[config.mk]
export PLATFORM = sky130hd
export DESIGN_NAME = pll_ndiv_ramp_seq
export DESIGN_NICKNAME = d
export VERILOG_FILES = /design/src/rtl/pll_ndiv_ramp_pkg.sv /design/src/rtl/pll_ndiv_ramp_timer.sv /design/src/rtl/pll_ndiv_ramp_ctrl.sv /design/src/rtl/pll_ndiv_ramp_seq.sv
export SDC_FILE = /design/constraint.sdc
export NUM_CORES = 1
export LEC_CHECK = 0
export ABC_AREA = 1
export BUFFER_PORTS_ARGS = -buffer_cell sky130_fd_sc_hd__buf_4
export CELL_PAD_IN_SITES_DETAIL_PLACEMENT = 0
export CELL_PAD_IN_SITES_GLOBAL_PLACEMENT = 1
export CORE_ASPECT_RATIO = 1.4
export CORE_UTILIZATION = 42
export DETAILED_ROUTE_END_ITERATION = 16
export PLACE_DENSITY_LB_ADDON = 0.1
export SYNTH_ARGS = -nofsm -noshare
export SYNTH_HDL_FRONTEND = slang
export SYNTH_SLANG_ARGS = --single-unit
[constraint.sdc]
create_clock -name clk -period 2.88 [get_ports clk]
set_input_delay 0.432 -clock clk [delete_from_list [all_inputs] [get_ports clk]]
set_output_delay 0.432 -clock clk [all_outputs]
set_load 0.01 [all_outputs]
[src/rtl/pll_ndiv_ramp_pkg.sv]
package pll_ndiv_ramp_pkg;

    typedef enum logic [2:0] {
        ST_IDLE     = 3'd0,
        ST_PRE_N    = 3'd1,
        ST_PRE_RAMP = 3'd2,
        ST_RAMP     = 3'd3,
        ST_EXIT     = 3'd4
    } seq_state_e;

    function automatic int us_to_cycles(input int clk_mhz, input int us);
        return clk_mhz * us;
    endfunction

endpackage

[src/rtl/pll_ndiv_ramp_timer.sv]
module pll_ndiv_ramp_timer #(
    parameter int CNT_W = 17
) (
    input  logic             clk,
    input  logic             rst_n,
    input  logic             load_i,
    input  logic [CNT_W-1:0] load_val_i,
    output logic             zero_o
);

    logic [CNT_W-1:0] cnt_d, cnt_q;

    always_comb begin
        cnt_d = cnt_q;
        if (load_i) begin
            cnt_d = load_val_i;
        end else if (cnt_q != '0) begin
            cnt_d = cnt_q - 1'b1;
        end
    end

    always_ff @(posedge clk or negedge rst_n) begin
        if (!rst_n) begin
            cnt_q <= '0;
        end else begin
            cnt_q <= cnt_d;
        end
    end

    assign zero_o = (cnt_q == '0);

    AST_TMR_NO_WRAP: assert property (@(posedge clk) disable iff (!rst_n)
        (!load_i && zero_o) |=> zero_o);

    AST_TMR_LOAD_TAKEN: assert property (@(posedge clk) disable iff (!rst_n)
        (load_i && load_val_i != '0) |=> !zero_o);

endmodule

[src/rtl/pll_ndiv_ramp_ctrl.sv]
module pll_ndiv_ramp_ctrl
    import pll_ndiv_ramp_pkg::*;
#(
    parameter int N_W         = 8,
    parameter int SDM_W       = 8,
    parameter int SDM_STAGE_W = 15,
    parameter int CNT_W       = 17,
    parameter int PRE_N_CYC   = 200,
    parameter int PRE_RAMP_CYC = 200,
    parameter int RAMP_TMO_CYC = 100000
) (
    input  logic                   clk,
    input  logic                   rst_n,
    input  logic                   start_i,
    input  logic [N_W-1:0]         tgt_n_i,
    input  logic [SDM_W-1:0]       tgt_sdm_i,
    input  logic [N_W-1:0]         cur_n_i,
    input  logic [SDM_W-1:0]       cur_sdm_i,
    input  logic                   ramp_done_i,
    input  logic                   tmr_zero_i,
    output logic                   tmr_load_o,
    output logic [CNT_W-1:0]       tmr_val_o,
    output logic                   slow_en_o,
    output logic                   ramp_en_o,
    output logic [SDM_STAGE_W-1:0] sdm_stage_o,
    output logic [SDM_W-1:0]       sdm_act_o,
    output logic [N_W-1:0]         ndiv_o,
    output logic                   busy_o,
    output logic                   done_o,
    output logic                   timeout_o
);

    localparam logic [CNT_W-1:0] LD_PRE_N    = CNT_W'(PRE_N_CYC - 1);
    localparam logic [CNT_W-1:0] LD_PRE_RAMP = CNT_W'(PRE_RAMP_CYC - 1);
    localparam logic [CNT_W-1:0] LD_RAMP_TMO = CNT_W'(RAMP_TMO_CYC - 1);

    typedef struct packed {
        seq_state_e             state;
        logic                   slow;
        logic                   ramp;
        logic                   done;
        logic                   tmo;
        logic [N_W-1:0]         ndiv;
        logic [SDM_W-1:0]       sdm_act;
        logic [SDM_STAGE_W-1:0] sdm_stage;
        logic [N_W-1:0]         hold_n;
        logic [SDM_W-1:0]       hold_sdm;
    } ctrl_t;

    ctrl_t r_d, r_q;
    logic  ld_d;
    logic [CNT_W-1:0] ldv_d;
    logic  same_div;

    assign same_div = (tgt_n_i == cur_n_i) && (tgt_sdm_i == cur_sdm_i);

    always_comb begin
        r_d      = r_q;
        r_d.done = 1'b0;
        ld_d     = 1'b0;
        ldv_d    = '0;
        unique case (r_q.state)
            ST_IDLE: begin
                if (start_i) begin
                    r_d.tmo = 1'b0;
                    if (same_div) begin
                        r_d.done = 1'b1;
                    end else begin
                        r_d.state     = ST_PRE_N;
                        r_d.slow      = 1'b1;
                        r_d.sdm_stage = SDM_STAGE_W'(tgt_sdm_i);
                        r_d.hold_n    = tgt_n_i;
                        r_d.hold_sdm  = tgt_sdm_i;
                        ld_d          = 1'b1;
                        ldv_d         = LD_PRE_N;
                    end
                end
            end
            ST_PRE_N: begin
                if (tmr_zero_i) begin
                    r_d.ndiv  = r_q.hold_n;
                    r_d.state = ST_PRE_RAMP;
                    ld_d      = 1'b1;
                    ldv_d     = LD_PRE_RAMP;
                end
            end
            ST_PRE_RAMP: begin
                if (tmr_zero_i) begin
                    r_d.ramp  = 1'b1;
                    r_d.state = ST_RAMP;
                    ld_d      = 1'b1;
                    ldv_d     = LD_RAMP_TMO;
                end
            end
            ST_RAMP: begin
                if (ramp_done_i) begin
                    r_d.sdm_act = r_q.hold_sdm;
                    r_d.state   = ST_EXIT;
                end else if (tmr_zero_i) begin
                    r_d.tmo     = 1'b1;
                    r_d.sdm_act = r_q.hold_sdm;
                    r_d.state   = ST_EXIT;
                end
            end
            ST_EXIT: begin
                r_d.slow  = 1'b0;
                r_d.ramp  = 1'b0;
                r_d.done  = 1'b1;
                r_d.state = ST_IDLE;
            end
            default: begin
                r_d.state = ST_IDLE;
                r_d.slow  = 1'b0;
                r_d.ramp  = 1'b0;
            end
        endcase
    end

    always_ff @(posedge clk or negedge rst_n) begin
        if (!rst_n) begin
            r_q <= '{state: ST_IDLE, default: '0};
        end else begin
            r_q <= r_d;
        end
    end

    assign tmr_load_o  = ld_d;
    assign tmr_val_o   = ldv_d;
    assign slow_en_o   = r_q.slow;
    assign ramp_en_o   = r_q.ramp;
    assign sdm_stage_o = r_q.sdm_stage;
    assign sdm_act_o   = r_q.sdm_act;
    assign ndiv_o      = r_q.ndiv;
    assign busy_o      = (r_q.state != ST_IDLE);
    assign done_o      = r_q.done;
    assign timeout_o   = r_q.tmo;

    AST_RAMP_NEEDS_SLOW: assert property (@(posedge clk) disable iff (!rst_n)
        ramp_en_o |-> slow_en_o);

    AST_N_WRITE_WINDOW: assert property (@(posedge clk) disable iff (!rst_n)
        !$stable(ndiv_o) |-> (slow_en_o && !ramp_en_o));

    AST_SDM_ACT_AFTER_RAMP: assert property (@(posedge clk) disable iff (!rst_n)
        !$stable(sdm_act_o) |-> (ramp_en_o && slow_en_o && !done_o));

    AST_CLEAR_TOGETHER: assert property (@(posedge clk) disable iff (!rst_n)
        $fell(slow_en_o) |-> ($fell(ramp_en_o) && done_o));

    AST_DONE_ONE_CYCLE: assert property (@(posedge clk) disable iff (!rst_n)
        done_o |=> !done_o);

    AST_BUSY_IGNORES_START: assert property (@(posedge clk) disable iff (!rst_n)
        (busy_o && start_i) |=> ($stable(r_q.hold_n) && $stable(r_q.hold_sdm)));

    AST_TMO_STICKY: assert property (@(posedge clk) disable iff (!rst_n)
        (timeout_o && !start_i) |=> timeout_o);

endmodule

[src/rtl/pll_ndiv_ramp_seq.sv]
module pll_ndiv_ramp_seq
    import pll_ndiv_ramp_pkg::*;
#(
    parameter int N_W         = 8,
    parameter int SDM_W       = 8,
    parameter int SDM_STAGE_W = 15,
    parameter int CLK_MHZ     = 200,
    parameter int PRE_N_US    = 1,
    parameter int PRE_RAMP_US = 1,
    parameter int RAMP_TMO_US = 500
) (
    input  logic                   clk,
    input  logic                   rst_n,
    input  logic                   start_i,
    input  logic [N_W-1:0]         tgt_n_i,
    input  logic [SDM_W-1:0]       tgt_sdm_i,
    input  logic [N_W-1:0]         cur_n_i,
    input  logic [SDM_W-1:0]       cur_sdm_i,
    input  logic                   ramp_done_i,
    output logic                   slow_en_o,
    output logic                   ramp_en_o,
    output logic [SDM_STAGE_W-1:0] sdm_stage_o,
    output logic [SDM_W-1:0]       sdm_act_o,
    output logic [N_W-1:0]         ndiv_o,
    output logic                   busy_o,
    output logic                   done_o,
    output logic                   timeout_o
);

    localparam int PRE_N_CYC    = us_to_cycles(CLK_MHZ, PRE_N_US);
    localparam int PRE_RAMP_CYC = us_to_cycles(CLK_MHZ, PRE_RAMP_US);
    localparam int RAMP_TMO_CYC = us_to_cycles(CLK_MHZ, RAMP_TMO_US);
    localparam int MAX_CYC      = (RAMP_TMO_CYC > PRE_N_CYC) ?
                                  ((RAMP_TMO_CYC > PRE_RAMP_CYC) ? RAMP_TMO_CYC : PRE_RAMP_CYC) :
                                  ((PRE_N_CYC > PRE_RAMP_CYC) ? PRE_N_CYC : PRE_RAMP_CYC);
    localparam int CNT_W        = $clog2(MAX_CYC + 1);

    initial begin
        assert (SDM_STAGE_W >= SDM_W && PRE_N_CYC > 0 && PRE_RAMP_CYC > 0 && RAMP_TMO_CYC > 0);
    end

    logic             tmr_load;
    logic [CNT_W-1:0] tmr_val;
    logic             tmr_zero;

    pll_ndiv_ramp_timer #(
        .CNT_W (CNT_W)
    ) u_timer (
        .clk        (clk),
        .rst_n      (rst_n),
        .load_i     (tmr_load),
        .load_val_i (tmr_val),
        .zero_o     (tmr_zero)
    );

    pll_ndiv_ramp_ctrl #(
        .N_W          (N_W),
        .SDM_W        (SDM_W),
        .SDM_STAGE_W  (SDM_STAGE_W),
        .CNT_W        (CNT_W),
        .PRE_N_CYC    (PRE_N_CYC),
        .PRE_RAMP_CYC (PRE_RAMP_CYC),
        .RAMP_TMO_CYC (RAMP_TMO_CYC)
    ) u_ctrl (
        .clk         (clk),
        .rst_n       (rst_n),
        .start_i     (start_i),
        .tgt_n_i     (tgt_n_i),
        .tgt_sdm_i   (tgt_sdm_i),
        .cur_n_i     (cur_n_i),
        .cur_sdm_i   (cur_sdm_i),
        .ramp_done_i (ramp_done_i),
        .tmr_zero_i  (tmr_zero),
        .tmr_load_o  (tmr_load),
        .tmr_val_o   (tmr_val),
        .slow_en_o   (slow_en_o),
        .ramp_en_o   (ramp_en_o),
        .sdm_stage_o (sdm_stage_o),
        .sdm_act_o   (sdm_act_o),
        .ndiv_o      (ndiv_o),
        .busy_o      (busy_o),
        .done_o      (done_o),
        .timeout_o   (timeout_o)
    );

endmodule

==> summary.txt, run 1 <==
Outcome: complete, no violations
Commonest register cell after synthesis: dfrtp_1
Post-route cell area: 3600 um2
Post-CTS Setup Inserts: 0
Unrepaired setup endpoints after global routing: false
Pwr/cell area: 672 nW/um2
Seq cells post-synth: 56
Die Area: 7810 um2
# IOs: 72
Net Switching: 0.858 mW
Synthesis warning total: 0
Library cells used by synthesis: 29
Relative slew slack: 52.6%
DR pass1 iterations: 4
Design Power: 2.42 mW
Worst Path Required: 3.08 ns
DR vias/cell: 4.49
Pins Over Slew Limit: 0
# nets final: 488
Avg Inst Size Synth: 7.69 um2
Post-Syn Area: 3130 um2
CP Cell Sequence: inv_1, ha_1, nand2_1, nor2_2, nand3_1, nor3_2, nand3_1, nand2_1, nor2_1
Rows: 36
TritonCTS Buffers: 5
Clock Path Buffers: 2
Switching share of power: 35.4%
Clock Power Share: 18.4%
GPL Wtd Cong: 0.838
Initial DRC Count: 98
Final HPWL DP: 4930 um
Worst Hold Slack: 0.159 ns
Ys async rst share: 100%
Clk_skew: 0.00333 ns
PortBufs: 64
Chip height: 104 um
Initial antenna violation count: 0
CTS tree: built
Worst-Skew Late Latency: 0.30 ns
Final TNS setup: 0 ns
Internal Power: 1.56 mW
Slowest cell on crit path: dfrtp_1
Commonest non-fill, non-tap cells in the layout: nand2_1 (136), buf_4 (65), dfrtp_1 (56), inv_1 (53), nor2_1 (38)
Sink Count: 56
Footprint of the multi-input gates: 1280 um2
Cts repair resizes: 0
Largest net degree at the start of global routing: 57
Fmax: 0.528 GHz
Number of setup violations in the final report: 0
Final hold vios: 0
Lkg Pwr: 2.06 nW
DRC viols: 0
H-Tree Depth: 2
Crit-path max FO: 5
Max VDD drop: 0.234 mV
Final ANT Viol Nets: 0
CP arrival: 2.10 ns
Area grow syn2layout: 15.1%
CP peak stage delay: 0.39 ns
First-pass GRT wire length: 10,700 um
Total detailed-routing wirelength: 6340 um
Total area of sequential cells: 1400 um2
Syn Inst Count: 407
Fillers: 718
Maxcap violations: 0
Seq pwr share: 47.6%
Wire length per cell: 11.6 um
Post-CTS Hold Fix Bufs: 0
Root Driver: clkbuf_8
Commonest non-fill, non-tap cell in the layout: nand2_1
DIE WIDTH: 75.0 um
Fin util: 51.0%
Kind of critical path: register to register
CP startpoint kind: register
Vias after detailed routing: 2,452
Grt total ovfl: 0
Placed Area: 3510 um2
Hold Path Class: primary input to asynchronous set/reset pin
N_diodes: 0
Fin crit share: 65.8%
Initial core utilization: 44.3%
Crit. End Element: register
Total track usage: 18.0%
CTS clk-pin slew, worst paths: 0.09 ns
Combinational power share: 34.0%
Vias in the first global route: 2,391
Worst-margin pin slew: 0.711 ns
Register area share after synthesis: 44.7%
Layout cell share with drive strength beyond 1: 22.0%
Area of the core: 7070 um2
Post-route minimum period: 1.89 ns
Post-synth EDFFs: 0
==> per-stage QoR <==
step / std cells / setup WS (ns)
finish: 546 / 0.986
detailed placement: 538 / 0.884
global route: 546 / 0.848
global placement: 538 / 0.930
floorplan: 413 / 1.25
CTS: 546 / 0.943
==> sequential cells by signal, indices dropped and copies added, names as in the netlist <==
| name | count |
|---|---|
| u_ctrl.slow_en_o | 1 |
| u_ctrl.done_o | 1 |
| u_ctrl.sdm_act_o | 8 |
| u_ctrl.timeout_o | 1 |
| u_ctrl.r_q | 19 |
| u_ctrl.ndiv_o | 8 |
| u_ctrl.ramp_en_o | 1 |
| u_timer.cnt_q | 17 |
==> critical path: cells and delay by family, from the launching register on <==
kind,cells,cell delay [ns]
flip-flops,1,0.39
buffers and inverters,1,0.14
adder cells (fa/ha/maj),1,0.21
AND/OR/NAND/NOR,7,1.06
==> power groups by stage <==
stage / logic [mW] / clock network [mW] / registers (mW)
after floorplan: 0.666 / 0 / 1.13
after global placement: 0.817 / 0 / 1.17
after detailed placement: 0.837 / 0 / 1.17
after CTS: 0.842 / 0.465 / 1.16
after global routing: 0.942 / 0.493 / 1.18
final: 0.823 / 0.446 / 1.15
==> synth_stat cells, types with 2 or more instances <==
library cell | count | area (um2)
mux2_2 | 8 | 90.1
a21oi_1 | 5 | 25.0
o21ai_0 | 20 | 100
xnor2_1 | 8 | 70.1
o211ai_1 | 4 | 30.0
inv_1 | 53 | 199
nor3_1 | 5 | 25.0
nand2_4 | 2 | 22.5
nand2_1 | 136 | 510
ha_1 | 2 | 25.0
buf_4 | 31 | 233
inv_2 | 4 | 15.0
dfrtp_1 | 56 | 1400
buf_2 | 3 | 15.0
nor2_2 | 5 | 31.3
nor2_1 | 38 | 143
xor2_1 | 4 | 35.0
nand3_1 | 12 | 60.1
==> metal layers <==
metal / GRT usage, % / up-vias / part of all wire, %
li1: - / 1284 / -
met1: 20.9 / 1116 / 40
met2: 32.4 / 45 / 55
met3: 3.20 / 7 / 3.2
met4: 5.66 / 0 / 1.5
met5: 0 / - / 0
==> cell families after synthesis <==
family                   share of synthesized area [%]
XOR/XNOR                                          3.36
buffers and inverters                             15.1
AO/OA/AOI/OAI                                     4.95
multiplexers                                      2.88
adder cells (fa/ha/maj)                          0.799
AND/OR/NAND/NOR                                   28.1
flip-flops                                        44.7
other                                            0.120
==> layout make-up <==
cell class | instances | share of cell area (%)
timing repair buffer | 65 | 13.5
sequential | 56 | 38.9
tap | 95 | 3.30
multi-input combinational | 264 | 35.6
clock inverter | 1 | 0.208
inverter | 58 | 6.11
clock buffer | 7 | 2.40
==> final timing paths <==
path,startpoint,to,slack [ns],depth (start not counted)
max,u_timer.cnt_q[0],u_timer.cnt_q[14],0.99,9
min reg2reg,u_ctrl.r_q[13],u_ctrl.r_q[13],0.49,2
max reg2reg,u_timer.cnt_q[0],u_timer.cnt_q[14],0.99,9
max in group asynchronous,rst_n,u_timer.cnt_q[12],2.24,1
min,rst_n,u_timer.cnt_q[0],0.16,1
min in group clk,tgt_n_i[4],u_ctrl.r_q[12],0.40,3
Note: power is estimated with default switching activity, not from simulation.
==> run 2: changes to the inputs <==
--- a/config.mk
+++ b/config.mk
@@ -10,7 +10,7 @@
 export CELL_PAD_IN_SITES_DETAIL_PLACEMENT = 0
 export CELL_PAD_IN_SITES_GLOBAL_PLACEMENT = 1
 export CORE_ASPECT_RATIO = 1.4
-export CORE_UTILIZATION = 42
+export CORE_UTILIZATION = 39
 export DETAILED_ROUTE_END_ITERATION = 16
 export PLACE_DENSITY_LB_ADDON = 0.1
 export SYNTH_ARGS = -nofsm -noshare
==> constraint.sdc (replaced) <==
create_clock -name clk -period 1.9 [get_ports clk]
set_input_delay 0.285 -clock clk [delete_from_list [all_inputs] [get_ports clk]]
set_output_delay 0.285 -clock clk [all_outputs]
set_load 0.01 [all_outputs]
==> run 2 against run 1 <==
  * Clock skew increased by 0.0055 ns
  * Maximum frequency increased by 5.7%
  * Non-clock buffer count increased by 7
  * Via count increased by 0.29%
  * Routed wire length increased by 7.5%
  * Sequential share of layout area decreased by 0.82 points
  * Worst hold slack got worse by 0.14 ns
==> summary.txt, run 2 (same netlist as run 1, synthesis figures left out) <==
Outcome: complete, no violations
Wire length per cell: 12.2 um (+5.0%)
Rows: 38 (+5.6%)
CP startpoint kind: register
CTS clk-pin slew, worst paths: 0.10 ns (about the same)
Final ANT Viol Nets: 0 (unchanged)
Chip height: 108 um (+3.7%)
Post-route minimum period: 1.79 ns (-0.102 ns)
First-pass GRT wire length: 11,000 um (+3.2%)
Commonest non-fill, non-tap cell in the layout: nand2_1
Critical path's top delay family: simple AND/OR/NAND/NOR gates
Grt total ovfl: 0 (unchanged)
Fin crit share: 94.3% (+29 points)
Area of the core: 7750 um2 (+9.6%)
Max VDD drop: 0.373 mV (+60%)
CP arrival: 1.99 ns (-0.11 ns)
Reg2reg path depth: 6 (-3)
Sink Count: 56 (unchanged)
TritonCTS Buffers: 5 (unchanged)
DIE WIDTH: 77.7 um (+3.7%)
PortBufs: 64 (unchanged)
Crit-path max FO: 7 (+2)
Initial antenna violation count: 0 (unchanged)
Maxcap violations: 0 (unchanged)
Kind of critical path: register to register
CTS tree: built
Clk_skew: 0.00880 ns (+0.00548 ns)
Hold Path Class: primary input to asynchronous set/reset pin
DR vias/cell: 4.40 (-2.0%)
GPL Wtd Cong: 0.802 (-4.3%)
Layout cell share with drive strength beyond 1: 23.5% (+1.6 points)
CP peak stage delay: 0.41 ns (+0.02 ns)
Fmax: 0.558 GHz (+5.7%)
Largest net degree at the start of global routing: 57 (unchanged)
Regs by FF count: u_ctrl.r_q: 19 flops, u_timer.cnt_q: 17 flops
Initial DRC Count: 76 (-22%)
R2r startpoint: u_timer.cnt_q[9]
Commonest non-fill, non-tap cells in the layout: nand2_1 (136), buf_4 (72), dfrtp_1 (55), inv_1 (53), nor2_1 (37)
Vias in the first global route: 2,353 (-1.6%)
Pwr/cell area: 1010 nW/um2 (+50%)
Relative slew slack: 52.6% (about the same)
CP Cell Sequence: nor2_1, nand2_1, nor2_4, nand3_4, nor2_4, mux2_2
Max reg flops: 19 (unchanged)
Final HPWL DP: 5280 um (+7.2%)
Total track usage: 17.1% (-0.91 points)
Vias after detailed routing: 2,459 (+0.29%)
H-Tree Depth: 2 (unchanged)
N_diodes: 0 (unchanged)
Crit. End Element: register
Lkg Pwr: 2.09 nW (+1.7%)
Root Driver: clkbuf_8
Worst R2R Setup Slack: 0.11 ns (-0.88 ns)
Worst reg2reg path endpoint: u_ctrl.ndiv_o[5]
DR pass1 iterations: 4 (unchanged)
Worst Path Required: 2.09 ns (-0.99 ns)
Worst Path Buf+Inv: 0 (-1)
Total area of sequential cells: 1400 um2 (about the same)
Footprint of the multi-input gates: 1310 um2 (+2.0%)
Fin util: 47.5% (-3.4 points)
Worst-margin pin slew: 0.711 ns (+0.000229 ns)
Die Area: 8400 um2 (+7.5%)
DRC viols: 0 (unchanged)
Crit path top cell by count: nor2_4
Fillers: 788 (+9.7%)
# IOs: 72 (unchanged)
Design Power: 3.71 mW (+53%)
Worst-Skew Late Latency: 0.30 ns (about the same)
Number of setup violations in the final report: 0 (unchanged)
Area grow syn2layout: 17.7%
Initial core utilization: 40.4% (-3.9 points)
Slowest cell on crit path: dfrtp_1
Clock Path Buffers: 2 (unchanged)
# nets final: 496 (+1.6%)
Total detailed-routing wirelength: 6820 um (+7.5%)
Biggest register: u_ctrl.r_q
Final hold vios: 0 (unchanged)
Pins Over Slew Limit: 0 (unchanged)
==> run 2: cell types whose count changed in the layout (fill, tap and decap cells not counted) <==
cell / previous run / this run
buf_4: 65 / 72
nor2_4: 1 / 3
clkbuf_1: 1 / 2
clkinvlp_4: 1 / 0
dfrtp_1: 56 / 55
dfrtp_2: 0 / 1
nor2_1: 38 / 37
nor3_2: 1 / 0
nor3_4: 0 / 1
==> run 2: worst register-to-register path, cell delays in order (launching register included) <==
cell	delay [ns]
dfrtp_1	0.41
nor2_1	0.20
nand2_1	0.14
nor2_4	0.17
nand3_4	0.17
nor2_4	0.23
mux2_2	0.36
==> run 2: per-stage QoR <==
stage / setup WS (ns) / TNS, ns / hold WS, ns / instance area [um2] / cells
3_3_place_gp: 0.0833 / 0 / 0.383 / 3560 / 549
6_report: 0.109 / 0 / 0.0240 / 3680 / 559
5_1_grt: -0.00228 / -0.00228 / 0.0680 / 3680 / 559
4_1_cts: 0.0818 / 0 / 0.0589 / 3650 / 557
2_1_floorplan: 0.275 / 0 / -0.0106 / 3150 / 413
3_5_place_dp: 0.0967 / 0 / 0.385 / 3560 / 549
==> run 2: cell type report <==
| class | instances | area share (%) |
|---|---|---|
| Clock buffer | 8 | 2.44 |
| Inverter | 58 | 5.98 |
| Multi-Input combinational cell | 265 | 35.4 |
| Sequential cell | 56 | 38.1 |
| Tap cell | 100 | 3.40 |
| Timing Repair Buffer | 72 | 14.7 |
==> run 2: worst max path at each step <==
stage / startpoint / depth (start not counted) / to / slack [ns]
after global placement: u_timer.cnt_q[0] / 9 / u_timer.cnt_q[14] / 0.08
after detailed placement: u_timer.cnt_q[0] / 8 / u_timer.cnt_q[12] / 0.1
after global routing: u_timer.cnt_q[0] / 11 / u_timer.cnt_q[14] / -0.002
final: u_timer.cnt_q[9] / 6 / u_ctrl.ndiv_o[5] / 0.11
after floorplan: u_timer.cnt_q[0] / 7 / u_ctrl.ndiv_o[0] / 0.27
after CTS: u_timer.cnt_q[0] / 8 / u_timer.cnt_q[12] / 0.08
==> run 2: layer usage <==
metal | global-route usage, % | part of all wire [%]
met5 | 0 | 0
met4 | 6.87 | 2.1
met3 | 2.62 | 3.1
met2 | 31.5 | 54
met1 | 19.7 | 41
==> run 2: what timing repair did <==
item,CTS,global route
setup endpoints to repair,0,17
resized for setup,0,4
setup buffers,0,1
hold buffers,0,0
==> run 2: power breakdown <==
group | leakage (nW) | total (mW) | switching, mW | internal, mW
registers | 0.726 | 1.76 | 0.244 | 1.52
clock network | 0.0455 | 0.661 | 0.362 | 0.298
logic | 1.32 | 1.28 | 0.717 | 0.565
total | 2.09 | 3.71 | 1.32 | 2.38
==> run 3: changes to the inputs <==
--- a/config.mk
+++ b/config.mk
@@ -10,7 +10,7 @@
 export CELL_PAD_IN_SITES_DETAIL_PLACEMENT = 0
 export CELL_PAD_IN_SITES_GLOBAL_PLACEMENT = 1
 export CORE_ASPECT_RATIO = 1.4
-export CORE_UTILIZATION = 39
+export CORE_UTILIZATION = 35
 export DETAILED_ROUTE_END_ITERATION = 16
 export PLACE_DENSITY_LB_ADDON = 0.1
 export SYNTH_ARGS = -nofsm -noshare
==> constraint.sdc (replaced) <==
create_clock -name clk -period 1.6 [get_ports clk]
set_input_delay 0.24 -clock clk [delete_from_list [all_inputs] [get_ports clk]]
set_output_delay 0.24 -clock clk [all_outputs]
set_load 0.01 [all_outputs]
==> run 3 against run 2 <==
  * The flow now finishes with violations (negative setup slack)
  * Routed wire length grew 8.3%
  * Critical endpoint is now u_timer.cnt_q[14]
  * Sequential power grew 19%
  * Register-to-register slack lost 0.16 ns
  * Flip-flop and latch count is the same
  * First-iteration DRC count grew 25%
  * Final cell count grew 9.8%
  * Highest routed layer unchanged
  * Clock-buffer cell count shrank 3
  * Setup slack lost 0.16 ns
  * Maximum frequency grew 8.7%
  * Combinational power grew 63%
  * Global-route usage grew 0.23 points
  * Die area grew 11%
==> summary.txt, run 3 (same netlist as run 1, synthesis figures left out) <==
Outcome: finished with violations
Failing checks: negative setup slack
Pins Over Slew Limit: 0 (unchanged)
Number of setup violations in the final report: 25 (+25)
Max VDD drop: 0.549 mV (+47%)
Critical path's top delay family: simple AND/OR/NAND/NOR gates
CP arrival: 1.84 ns (-0.15 ns)
Worst R2R Setup Slack: -0.05 ns (-0.16 ns)
Worst reg2reg path endpoint: u_timer.cnt_q[14]
Lkg Pwr: 2.44 nW (+17%)
Vias in the first global route: 2,615 (+11%)
R2r startpoint: u_timer.cnt_q[1]
Met1 GRT Util: 19.5% (-0.19 points)
CTS tree: built
Largest net degree at the start of global routing: 30 (-47%)
Slowest cell on crit path: dfrtp_1
Worst-margin pin slew: 0.541 ns (-0.169 ns)
Biggest register: u_ctrl.r_q
Post-route cell area: 4400 um2 (+19%)
Worst-Skew Late Latency: 0.30 ns (about the same)
Area grow syn2layout: 40.5%
Total track usage: 17.3% (+0.23 points)
Fin crit share: 103% (+8.8 points)
Crit-path max FO: 5 (-2)
Unrepaired setup endpoints after global routing: true
Pwr/cell area: 1270 nW/um2 (+26%)
GPL Wtd Cong: 0.790 (-1.4%)
Design Power: 5.57 mW (+50%)
Sink Count: 56 (unchanged)
Fmax: 0.607 GHz (+8.7%)
Initial antenna violation count: 0 (unchanged)
GR Util met2: 31.7% (+0.20 points)
H-Tree Depth: 2 (unchanged)
Total detailed-routing wirelength: 7380 um (+8.3%)
# nets final: 547 (+10%)
First-pass GRT wire length: 12,100 um (+10%)
Vias after detailed routing: 2,702 (+9.9%)
Met3 track demand over resource: 3.52% (+0.90 points)
Final hold vios: 0 (unchanged)
Relative slew slack: 63.8% (+11 points)
Area of the core: 8610 um2 (+11%)
Regs by FF count: u_ctrl.r_q: 19 flops, u_timer.cnt_q: 17 flops
CP Cell Sequence: inv_2, ha_4, nand2_4, nor2_4, nand3_4, nor2_8, nor2_4, nand2_4, inv_4, nand2_2, nor2_2
Hold Path Class: primary input to register
Post-route minimum period: 1.65 ns (-0.143 ns)
Clock Path Buffers: 2 (unchanged)
Chip height: 114 um (+5.5%)
Wire length per cell: 12.0 um (-1.4%)
CP Depth: 11 (+5)
Initial core utilization: 36.4% (-4.0 points)
TritonCTS Buffers: 5 (unchanged)
Grt total ovfl: 0 (unchanged)
Final ANT Viol Nets: 0 (unchanged)
Final TNS setup: -0.776 ns (-0.776 ns)
N_diodes: 0 (unchanged)
Worst Path Buf+Inv: 2 (+2)
Worst Hold Slack: 0.229 ns (+0.205 ns)
Layout cell share with drive strength beyond 1: 37.3% (+14 points)
CP peak stage delay: 0.39 ns (-0.02 ns)
Initial DRC Count: 95 (+25%)
Placed Area: 3870 um2 (+8.8%)
Root Driver: clkbuf_16
Worst Path Required: 1.79 ns (-0.30 ns)
Critical Path End: u_timer.cnt_q[14]
Crit. End Element: register
DR vias/cell: 4.40 (about the same)
Rows: 40 (+5.3%)
Final HPWL DP: 5540 um (+4.8%)
Max reg flops: 19 (unchanged)
CP startpoint kind: register
CTS clk-pin slew, worst paths: 0.07 ns (-0.03 ns)
Reg2reg path depth: 11 (+5)
CP startpoint: u_timer.cnt_q[1]
Die Area: 9340 um2 (+11%)
Final setup margin: -0.0486 ns (-0.157 ns)
Kind of critical path: register to register
Maxcap violations: 0 (unchanged)
DR pass1 iterations: 4 (unchanged)
DRC viols: 0 (unchanged)
Commonest non-fill, non-tap cells in the layout: nand2_1 (121), buf_4 (114), dfrtp_1 (56), inv_1 (49), nor2_1 (29)
# IOs: 72 (unchanged)
DIE WIDTH: 81.9 um (+5.4%)
PortBufs: 64 (unchanged)
Clk_skew: 0.00864 ns (-0.000160 ns)
Commonest non-fill, non-tap cell in the layout: nand2_1
Gr busiest metal: met2
[run 3: cell types whose count changed in the layout (fill, tap and decap cells not counted), sizes merged]
cell         previous run  this run
buf                    72       120
bufinv                  0         2
clkbuf                  8         5
dlygate4sd3             0         1
inv                    58        59
nand2                 139       140
[run 3: report_power, final]
part,total [mW],leakage [nW],internal [mW],switching (mW)
sequential,2.10,0.728,1.81,0.291
clock,1.38,0.0899,0.889,0.496
combinational,2.09,1.62,1.06,1.03
total,5.57,2.44,3.75,1.82
[run 3: per-stage QoR]
stage               worst slack (ns)  util [%]  std cells
CTS                          -0.0745      49.3        610
global placement              -0.105      45.0        591
detailed placement            -0.130      45.0        591
finish                       -0.0486      51.1        614
floorplan                    0.00563         -        413
global route                  -0.181      51.1        614
[run 3: layer usage]
layer	vias up	share of wire, %
met5	-	0
met4	0	1.5
met3	6	3.5
met2	40	56
met1	1256	39
li1	1400	-
[run 3: timing repair]
action,CTS,global route
gates resized for setup,26,39
cloned,3,0
hold buffers,1,0
setup endpoints to repair,49,54
buffers inserted,8,4
pin swaps,8,26
hold endpoints to repair,27,0
[run 3: cell type report]
class / instances / area, um2
clock buffers: 5 / 125
clock inverters: 2 / 60.1
repair inverters: 1 / 11.3
repair buffers: 121 / 951
fillers: 876 / 4210
well taps: 105 / 131
multi-input cells: 266 / 1490
flip-flops and latches: 56 / 1400
inverters: 58 / 230
[run 3: worst min-delay path: cells and delay by family]
family / cells / cell delay (ns)
buffers and inverters: 2 / 0.16
AO/OA/AOI/OAI: 1 / 0.08
[run 3: how the worst min path moves through the flow]
| stage | cells after the start | endpoint | slack [ns] | startpoint |
|---|---|---|---|---|
| after floorplan | 0 | u_ctrl.done_o | -0.06 | rst_n |
| after global placement | 1 | u_timer.cnt_q[2] | 0.19 | rst_n |
| after detailed placement | 1 | u_timer.cnt_q[2] | 0.19 | rst_n |
| after CTS | 3 | u_ctrl.r_q[5] | 0.23 | tgt_sdm_i[5] |
| after global routing | 3 | u_ctrl.r_q[0] | 0.24 | tgt_sdm_i[0] |
| final | 3 | u_ctrl.r_q[4] | 0.23 | tgt_sdm_i[4] |
